--- src/rtl/regrd_pkg.sv ---
package regrd_pkg;

    localparam int DEV_W  = 7;
    localparam int BYTE_W = 8;
    localparam int FRAME_BITS = BYTE_W + 1;

    typedef struct packed {
        logic sta;
        logic sto;
        logic rd;
        logic wr;
        logic nack;
    } eng_cmd_t;

    typedef enum logic [2:0] {
        SQ_IDLE,
        SQ_DEVW,
        SQ_REGA,
        SQ_DEVR,
        SQ_DATA,
        SQ_ABORT
    } seq_state_t;

    typedef enum logic [1:0] {
        EP_IDLE,
        EP_START,
        EP_BIT,
        EP_STOP
    } eng_phase_t;

    function automatic logic [BYTE_W-1:0] addr_byte(input logic [DEV_W-1:0] dev,
                                                    input logic rw);
        return {dev, rw};
    endfunction

    function automatic eng_cmd_t mk_cmd(input logic sta, input logic sto,
                                        input logic rd, input logic wr,
                                        input logic nack);
        eng_cmd_t c;
        c.sta  = sta;
        c.sto  = sto;
        c.rd   = rd;
        c.wr   = wr;
        c.nack = nack;
        return c;
    endfunction

endpackage

--- src/rtl/regrd_byte_eng.sv ---
module regrd_byte_eng
    import regrd_pkg::*;
#(
    parameter int QTR_CYC = 4
) (
    input  logic              clk,
    input  logic              rst,
    input  logic              cmd_stb,
    input  eng_cmd_t          cmd,
    input  logic [BYTE_W-1:0] tx_byte,
    output logic              tip,
    output logic              rx_ack,
    output logic [BYTE_W-1:0] rx_byte,
    output logic              scl_oe,
    output logic              sda_oe,
    input  logic              sda_in
);

    localparam int CW = (QTR_CYC > 1) ? $clog2(QTR_CYC) : 1;
    localparam int BW = $clog2(FRAME_BITS + 1);
    localparam logic [BW-1:0] ACK_IDX = BW'(BYTE_W);

    eng_phase_t        phase;
    eng_cmd_t          cmd_q;
    logic [1:0]        qtr;
    logic [CW-1:0]     div_cnt;
    logic [BW-1:0]     bit_idx;
    logic [BYTE_W-1:0] sh;
    logic              scl_hold;
    logic              tip_q;
    logic              rx_ack_q;
    logic              tick;
    logic              qend;
    logic              bitval;

    assign tick = (phase != EP_IDLE) && (div_cnt == CW'(QTR_CYC - 1));
    assign qend = tick && (qtr == 2'd3);

    always_ff @(posedge clk) begin
        if (rst) begin
            phase    <= EP_IDLE;
            cmd_q    <= '0;
            qtr      <= '0;
            div_cnt  <= '0;
            bit_idx  <= '0;
            sh       <= '0;
            scl_hold <= 1'b0;
            tip_q    <= 1'b0;
            rx_ack_q <= 1'b0;
        end else if (phase == EP_IDLE) begin
            div_cnt <= '0;
            qtr     <= '0;
            if (cmd_stb) begin
                cmd_q   <= cmd;
                sh      <= cmd.wr ? tx_byte : '0;
                bit_idx <= '0;
                tip_q   <= cmd.sta | cmd.sto | cmd.rd | cmd.wr;
                if (cmd.sta)               phase <= EP_START;
                else if (cmd.rd | cmd.wr)  phase <= EP_BIT;
                else if (cmd.sto)          phase <= EP_STOP;
            end
        end else begin
            div_cnt <= tick ? '0 : div_cnt + 1'b1;
            if (tick) qtr <= qtr + 1'b1;
            // sample point: SCL has been high for one quarter
            if (tick && qtr == 2'd1 && phase == EP_BIT) begin
                if (bit_idx < ACK_IDX) begin
                    if (cmd_q.rd) sh <= {sh[BYTE_W-2:0], sda_in};
                end else if (cmd_q.wr) begin
                    rx_ack_q <= sda_in;
                end
            end
            if (qend) begin
                unique case (phase)
                    EP_START: begin
                        scl_hold <= 1'b1;
                        bit_idx  <= '0;
                        if (cmd_q.rd | cmd_q.wr) phase <= EP_BIT;
                        else if (cmd_q.sto)      phase <= EP_STOP;
                        else begin
                            phase <= EP_IDLE;
                            tip_q <= 1'b0;
                        end
                    end
                    EP_BIT: begin
                        if (bit_idx == ACK_IDX) begin
                            if (cmd_q.sto) phase <= EP_STOP;
                            else begin
                                phase <= EP_IDLE;
                                tip_q <= 1'b0;
                            end
                        end else begin
                            bit_idx <= bit_idx + 1'b1;
                            if (cmd_q.wr) sh <= {sh[BYTE_W-2:0], 1'b0};
                        end
                    end
                    EP_STOP: begin
                        phase    <= EP_IDLE;
                        tip_q    <= 1'b0;
                        scl_hold <= 1'b0;
                    end
                    default: phase <= EP_IDLE;
                endcase
            end
        end
    end

    // level the master puts on SDA during a data or acknowledge bit
    always_comb begin
        if (bit_idx < ACK_IDX) bitval = cmd_q.wr ? sh[BYTE_W-1] : 1'b1;
        else                   bitval = cmd_q.rd ? cmd_q.nack : 1'b1;
    end

    always_comb begin
        scl_oe = 1'b0;
        sda_oe = 1'b0;
        unique case (phase)
            EP_IDLE:  scl_oe = scl_hold;
            EP_START: begin
                scl_oe = (qtr == 2'd0) || (qtr == 2'd3);
                sda_oe = (qtr == 2'd2) || (qtr == 2'd3);
            end
            EP_BIT: begin
                scl_oe = (qtr == 2'd0) || (qtr == 2'd3);
                sda_oe = ~bitval;
            end
            EP_STOP: begin
                scl_oe = (qtr == 2'd0);
                sda_oe = (qtr == 2'd0) || (qtr == 2'd1);
            end
            default: ;
        endcase
    end

    assign tip     = tip_q;
    assign rx_ack  = rx_ack_q;
    assign rx_byte = sh;

    // inside a bit, SDA must not move while SCL is high
    assert_sda_stable_scl_high_R9: assert property (@(posedge clk) disable iff (rst)
        (!scl_oe && !$past(scl_oe) && phase == EP_BIT && $past(phase) == EP_BIT)
            |-> $stable(sda_oe));

    assert_cmd_starts_busy_R9: assert property (@(posedge clk) disable iff (rst)
        (cmd_stb && (cmd.sta || cmd.sto || cmd.rd || cmd.wr)) |=> tip);

endmodule

--- src/rtl/regrd_seq.sv ---
module regrd_seq
    import regrd_pkg::*;
(
    input  logic              clk,
    input  logic              rst,
    input  logic              go,
    input  logic [DEV_W-1:0]  dev_addr,
    input  logic [BYTE_W-1:0] reg_addr,
    input  logic              tip,
    input  logic              rx_ack,
    input  logic [BYTE_W-1:0] rx_byte,
    output logic              cmd_stb,
    output eng_cmd_t          cmd,
    output logic [BYTE_W-1:0] tx_byte,
    output logic [BYTE_W-1:0] rd_data,
    output logic              done,
    output logic              err
);

    seq_state_t        st;
    logic [DEV_W-1:0]  dev_q;
    logic [BYTE_W-1:0] reg_q;
    logic              step_done;

    // a step is over once the strobe has been taken and the engine is idle again
    assign step_done = (st != SQ_IDLE) && !cmd_stb && !tip;

    always_ff @(posedge clk) begin
        if (rst) begin
            st      <= SQ_IDLE;
            dev_q   <= '0;
            reg_q   <= '0;
            cmd_stb <= 1'b0;
            cmd     <= '0;
            tx_byte <= '0;
            rd_data <= '0;
            done    <= 1'b0;
            err     <= 1'b0;
        end else begin
            cmd_stb <= 1'b0;
            done    <= 1'b0;
            unique case (st)
                SQ_IDLE: if (go) begin
                    dev_q   <= dev_addr;
                    reg_q   <= reg_addr;
                    err     <= 1'b0;
                    cmd_stb <= 1'b1;
                    cmd     <= mk_cmd(1'b1, 1'b0, 1'b0, 1'b1, 1'b0);
                    tx_byte <= addr_byte(dev_addr, 1'b0);
                    st      <= SQ_DEVW;
                end
                SQ_DEVW, SQ_REGA, SQ_DEVR: if (step_done) begin
                    cmd_stb <= 1'b1;
                    if (rx_ack) begin
                        cmd <= mk_cmd(1'b0, 1'b1, 1'b0, 1'b0, 1'b0);
                        st  <= SQ_ABORT;
                    end else if (st == SQ_DEVW) begin
                        cmd     <= mk_cmd(1'b0, 1'b0, 1'b0, 1'b1, 1'b0);
                        tx_byte <= reg_q;
                        st      <= SQ_REGA;
                    end else if (st == SQ_REGA) begin
                        cmd     <= mk_cmd(1'b1, 1'b0, 1'b0, 1'b1, 1'b0);
                        tx_byte <= addr_byte(dev_q, 1'b1);
                        st      <= SQ_DEVR;
                    end else begin
                        cmd <= mk_cmd(1'b0, 1'b1, 1'b1, 1'b0, 1'b1);
                        st  <= SQ_DATA;
                    end
                end
                SQ_DATA: if (step_done) begin
                    rd_data <= rx_byte;
                    done    <= 1'b1;
                    st      <= SQ_IDLE;
                end
                SQ_ABORT: if (step_done) begin
                    err  <= 1'b1;
                    done <= 1'b1;
                    st   <= SQ_IDLE;
                end
                default: st <= SQ_IDLE;
            endcase
        end
    end

    assert_no_cmd_while_busy_R9: assert property (@(posedge clk) disable iff (rst)
        cmd_stb |-> !tip);

    assert_done_one_cycle_R6: assert property (@(posedge clk) disable iff (rst)
        done |=> !done);

    assert_go_ignored_busy_R8: assert property (@(posedge clk) disable iff (rst)
        (st != SQ_IDLE) |=> $stable(dev_q));

    assert_err_with_done_R7: assert property (@(posedge clk) disable iff (rst)
        $rose(err) |-> done);

    assert_first_cmd_start_write_R2: assert property (@(posedge clk) disable iff (rst)
        (st == SQ_IDLE && go) |=> (cmd_stb && cmd.sta && cmd.wr && !tx_byte[0]));

endmodule

--- src/rtl/regrd_ctrl.sv ---
module regrd_ctrl
    import regrd_pkg::*;
#(
    parameter int QTR_CYC = 4
) (
    input  logic              clk,
    input  logic              rst,
    input  logic              go,
    input  logic [DEV_W-1:0]  dev_addr,
    input  logic [BYTE_W-1:0] reg_addr,
    output logic [BYTE_W-1:0] rd_data,
    output logic              done,
    output logic              err,
    output logic              scl_oe,
    output logic              sda_oe,
    input  logic              sda_in
);

    logic              cmd_stb;
    eng_cmd_t          cmd;
    logic [BYTE_W-1:0] tx_byte;
    logic              tip;
    logic              rx_ack;
    logic [BYTE_W-1:0] rx_byte;

    regrd_seq u_seq (
        .clk      (clk),
        .rst      (rst),
        .go       (go),
        .dev_addr (dev_addr),
        .reg_addr (reg_addr),
        .tip      (tip),
        .rx_ack   (rx_ack),
        .rx_byte  (rx_byte),
        .cmd_stb  (cmd_stb),
        .cmd      (cmd),
        .tx_byte  (tx_byte),
        .rd_data  (rd_data),
        .done     (done),
        .err      (err)
    );

    regrd_byte_eng #(.QTR_CYC(QTR_CYC)) u_eng (
        .clk      (clk),
        .rst      (rst),
        .cmd_stb  (cmd_stb),
        .cmd      (cmd),
        .tx_byte  (tx_byte),
        .tip      (tip),
        .rx_ack   (rx_ack),
        .rx_byte  (rx_byte),
        .scl_oe   (scl_oe),
        .sda_oe   (sda_oe),
        .sda_in   (sda_in)
    );

endmodule

--- config.mk ---
export PLATFORM = sky130hd
export DESIGN_NAME = regrd_ctrl
export DESIGN_NICKNAME = d
export VERILOG_FILES = /design/src/rtl/regrd_pkg.sv /design/src/rtl/regrd_byte_eng.sv /design/src/rtl/regrd_seq.sv /design/src/rtl/regrd_ctrl.sv
export SDC_FILE = /design/constraint.sdc
export NUM_CORES = 1
export LEC_CHECK = 0
export BUFFER_PORTS_ARGS = -buffer_cell sky130_fd_sc_hd__buf_2
export CAP_MARGIN = 0
export CORE_MARGIN = 2
export CORE_UTILIZATION = 45
export CTS_CLUSTER_DIAMETER = 80
export DETAILED_ROUTE_END_ITERATION = 6
export GPL_TIMING_DRIVEN = 0
export PLACE_DENSITY = 0.72
export SKIP_LAST_GASP = 1
export SYNTH_ARGS = -nofsm -noshare
export SYNTH_HDL_FRONTEND = slang
export SYNTH_SLANG_ARGS = --single-unit
--- constraint.sdc ---
create_clock -name clk -period 1.9 [get_ports clk]
set_input_delay 0.095 -clock clk [delete_from_list [all_inputs] [get_ports clk]]
set_output_delay 0.095 -clock clk [all_outputs]
set_load 0.02 [all_outputs]
==> impl_metrics.json <==
{
  "routed_wl_mm": 8.439,
  "wl_per_cell_microns": 14.83,
  "clockBufferDepth": 2,
  "synth.yosys.seq_area_share": 0.3831,
  "syn_nets": 445,
  "viasPerCell": 5.397,
  "cts_tree": "done",
  "synth_xor_xnor_area_share": 0.005157,
  "crit_start": "u_eng.phase[1]",
  "vias": 3071,
  "synth-compound-area-share": 0.2147,
  "finalCriticalPeriod_ns": 1.823,
  "synthAdderAreaFrac": 0.04346,
  "irDropWorstVdd_uv": 615.1,
  "ys_seq_elements": 65,
  "timing.fmax_mhz": 548.6,
  "muxShareOfSynthArea": 0.06556,
  "grt.met2_usage": 0.3445,
  "clk_pin_slew_worst_paths_ns": 0.07,
  "drt_iter0_drc": 239,
  "reg2reg_from": "u_eng.phase[1]",
  "hold_viol": 0,
  "grt_pass1_wl_mm": 13.76,
  "place_congestion": 0.8983,
  "clock_sinks": 65,
  "dp_cells": 544,
  "async_flop_share": 0,
  "fillers": 757,
  "r2r_slack_ns": 0.08,
  "grt_use_total": 0.2057,
  "slowest_delay_ns": 0.39,
  "path_cells": "inv_1 -> ha_1 -> buf_6 -> nand4b_4 -> or3b_1 -> buf_6 -> o22a_1 -> o211ai_1",
  "p_leak_uw": 0.001694,
  "die_area_sq_um": 8260,
  "multiInputGateArea_sq_um": 1897,
  "endpoint": "u_eng.rx_byte[1]",
  "dieHeight_microns": 90.89,
  "slew_viol_final": 0,
  "nNetsFinal": 495,
  "core-area_sq_um": 7292,
  "numCtsBuffers": 9,
  "initial_utilization": 0.4659,
  "postRouteAntennaNets": 0,
  "final_common_cell": "dfxtp_1",
  "first_global_vias": 2905,
  "row_count": 31,
  "p_total_uw": 4655,
  "regArea_sq_um": 1304,
  "cp_max_fo": 10,
  "area_growth_pct": 17.27,
  "cp_common_cell": "buf_6",
  "cp_data_required_time_ns": 2.16,
  "synth_area_per_cell_sq_um": 8.186,
  "synth_warnings": 0,
  "firstDrtPassIters": 4,
  "use_met1": 0.2682,
  "dp_hpwl_mm": 5.960,
  "netlist_instances": 415,
  "clock_latency_ns": 0.33,
  "reg2reg_to": "u_eng.rx_byte[1]",
  "final_cell_area_sq_um": 3984,
  "power_density_nw_per_um2": 1169,
  "cap_violations": 0,
  "holdCritPathClass": "in -> reg",
  "setup_viol": 0,
  "htree_levels": 3,
  "syn_area_sq_um": 3397,
  "min_from": "reg_addr[6]",
  "antenna_found_initial": 0,
  "drc": 0,
  "io_pins": 31,
  "slew_headroom": 0.6105,
  "rr_worst_depth": 8,
  "placed_area_sq_um": 3671,
  "final_cell_mix": "dfxtp_1, nand2_1, nor2_1",
  "synth_simple_gate_area_frac": 0.2262,
  "gr-total-overflow": 0,
  "synth_edf_count": 0,
  "synth_flop_cell": "dfxtp_1",
  "layout-drive-gt1-share": 0.1702,
  "dieWidth_microns": 90.89,
  "worstPathArrival_ns": 2.08,
  "use_met3": 0.03589,
  "worstMarginPinSlew_ns": 0.5825,
  "port_buffers": 30,
  "synth_top_family_by_area": "simple AND/OR/NAND/NOR gates",
  "num_antenna_cells": 0,
  "fin_util": 0.5463,
  "grt.busiest_layer": "met2",
  "endpoint_kind": "register",
  "finClkSkew_ns": 0.004938,
  "synth.distinct_cells": 57,
  "status": "complete, no violations",
  "start_kind": "register",
  "fin_cells": 569,
  "slowest_stage": "or3b_1",
  "critical_path_class": "reg -> reg",
  "grt_max_degree": 13,
  "root_buffer": "clkbuf_8",
  "period_share": 0.9593
}
-- how the worst min path moves through the flow --
stage / to / slack (ns) / cells past startpoint
4_1_cts: u_seq.reg_q[6] / 0.001 / 3
2_1_floorplan: u_seq.dev_q[0] / 0.23 / 2
3_5_place_dp: u_seq.reg_q[0] / 0.34 / 3
6_report: u_seq.reg_q[6] / 0.009 / 3
5_1_grt: u_seq.reg_q[6] / 0.01 / 3
3_3_place_gp: u_seq.reg_q[6] / 0.34 / 3
-- critical path: cells and delay by family, from the launching register on --
| family | cells | cell delay (ns) |
|---|---|---|
| AO/OA/AOI/OAI | 2 | 0.25 |
| adder cells (fa/ha/maj) | 1 | 0.19 |
| buffers and inverters | 3 | 0.37 |
| flip-flops | 1 | 0.35 |
| AND/OR/NAND/NOR | 2 | 0.60 |
-- through the flow --
step	setup slack, ns	hold WS [ns]	TNS, ns
floorplan	0.1362	0.2310	0
global placement	-0.07218	0.3397	-0.3661
detailed placement	-0.1030	0.3416	-0.6525
CTS	0.01678	0.0009656	0
global route	-0.002550	0.01223	-0.002550
finish	0.07729	0.009037	0
-- metal layers --
| metal | up-vias | wire length (microns) |
|---|---|---|
| li1 | 1547 | - |
| met1 | 1441 | 3805 |
| met2 | 73 | 4205 |
| met3 | 10 | 316 |
| met4 | 0 | 112 |
| met5 | - | 0 |
-- report_power, final --
| group | internal (uW) | switching, uW | leakage [uW] |
|---|---|---|---|
| registers | 1580 | 152 | 0.000530 |
| clock network | 643 | 555 | 0.0000985 |
| logic | 685 | 1040 | 0.00107 |
| total | 2910 | 1740 | 0.00169 |
-- flip-flops by register name, summed over array words and instances, names as in the netlist --
| name | count |
|---|---|
| u_seq.cmd_stb | 1 |
| u_seq.tx_byte | 8 |
| u_eng.rx_ack | 1 |
| u_eng.qtr | 2 |
| u_seq.rd_data | 8 |
| u_seq.st | 3 |
| u_seq.done | 1 |
| u_eng.cmd_q | 3 |
| u_eng.phase | 2 |
| u_seq.reg_q | 8 |
| u_eng.div_cnt | 2 |
| u_seq.cmd | 4 |
| u_seq.err | 1 |
| u_eng.scl_hold | 1 |
| u_eng.rx_byte | 8 |
| u_eng.bit_idx | 4 |
| u_eng.tip | 1 |
| u_seq.dev_q | 7 |
-- final cells by class --
class,count,share of cell area
Buffer,30,0.03769
Clock buffer,10,0.03455
Clock inverter,6,0.01696
Inverter,19,0.01790
Multi-Input combinational cell,301,0.4761
Sequential cell,65,0.3273
Tap cell,99,0.03109
Timing Repair Buffer,39,0.05842
-- synthesized netlist by cell type (all sizes together) (3+ instances only) --
master	number	area, sq um
o21ai	13	65.06
a2bb2oi	3	43.80
nor4	3	18.77
inv	19	71.32
o22ai	6	37.54
o22a	3	26.28
nand4	3	18.77
dfxtp	65	1301
nand3	3	15.01
a21oi	41	205.2
nand2	51	191.4
clkbuf	15	56.30
mux2i	20	200.2
a211o	5	43.79
nor3	6	35.03
nand4b	3	47.54
nand2b	11	68.82
a31oi	11	83.83
ha	11	137.6
nor2	52	197.7
buf	15	82.57
a211oi	5	37.54
nor2b	12	75.07
o221ai	7	61.31
-- timing repair --
| item | CTS | global route |
|---|---|---|
| gates resized for setup | 5 | 7 |
| buffers inserted | 1 | 2 |
| hold endpoints to repair | 6 | 0 |
| setup endpoints to repair | 10 | 8 |
| hold buffers | 6 | 0 |
| pin swaps | 0 | 3 |
-- logic make-up (layout without fill, tap and decap cells) --
logic type,after synthesis,in the layout
buffers and inverters,49,104
DFF,65,65
adders and majority gates,12,12
and+or+nand+nor,157,157
xor gates and xnor gates,2,2
muxes,22,22
AOI/OAI and AO/OA,108,108
Note: power is estimated with default switching activity, not from simulation.
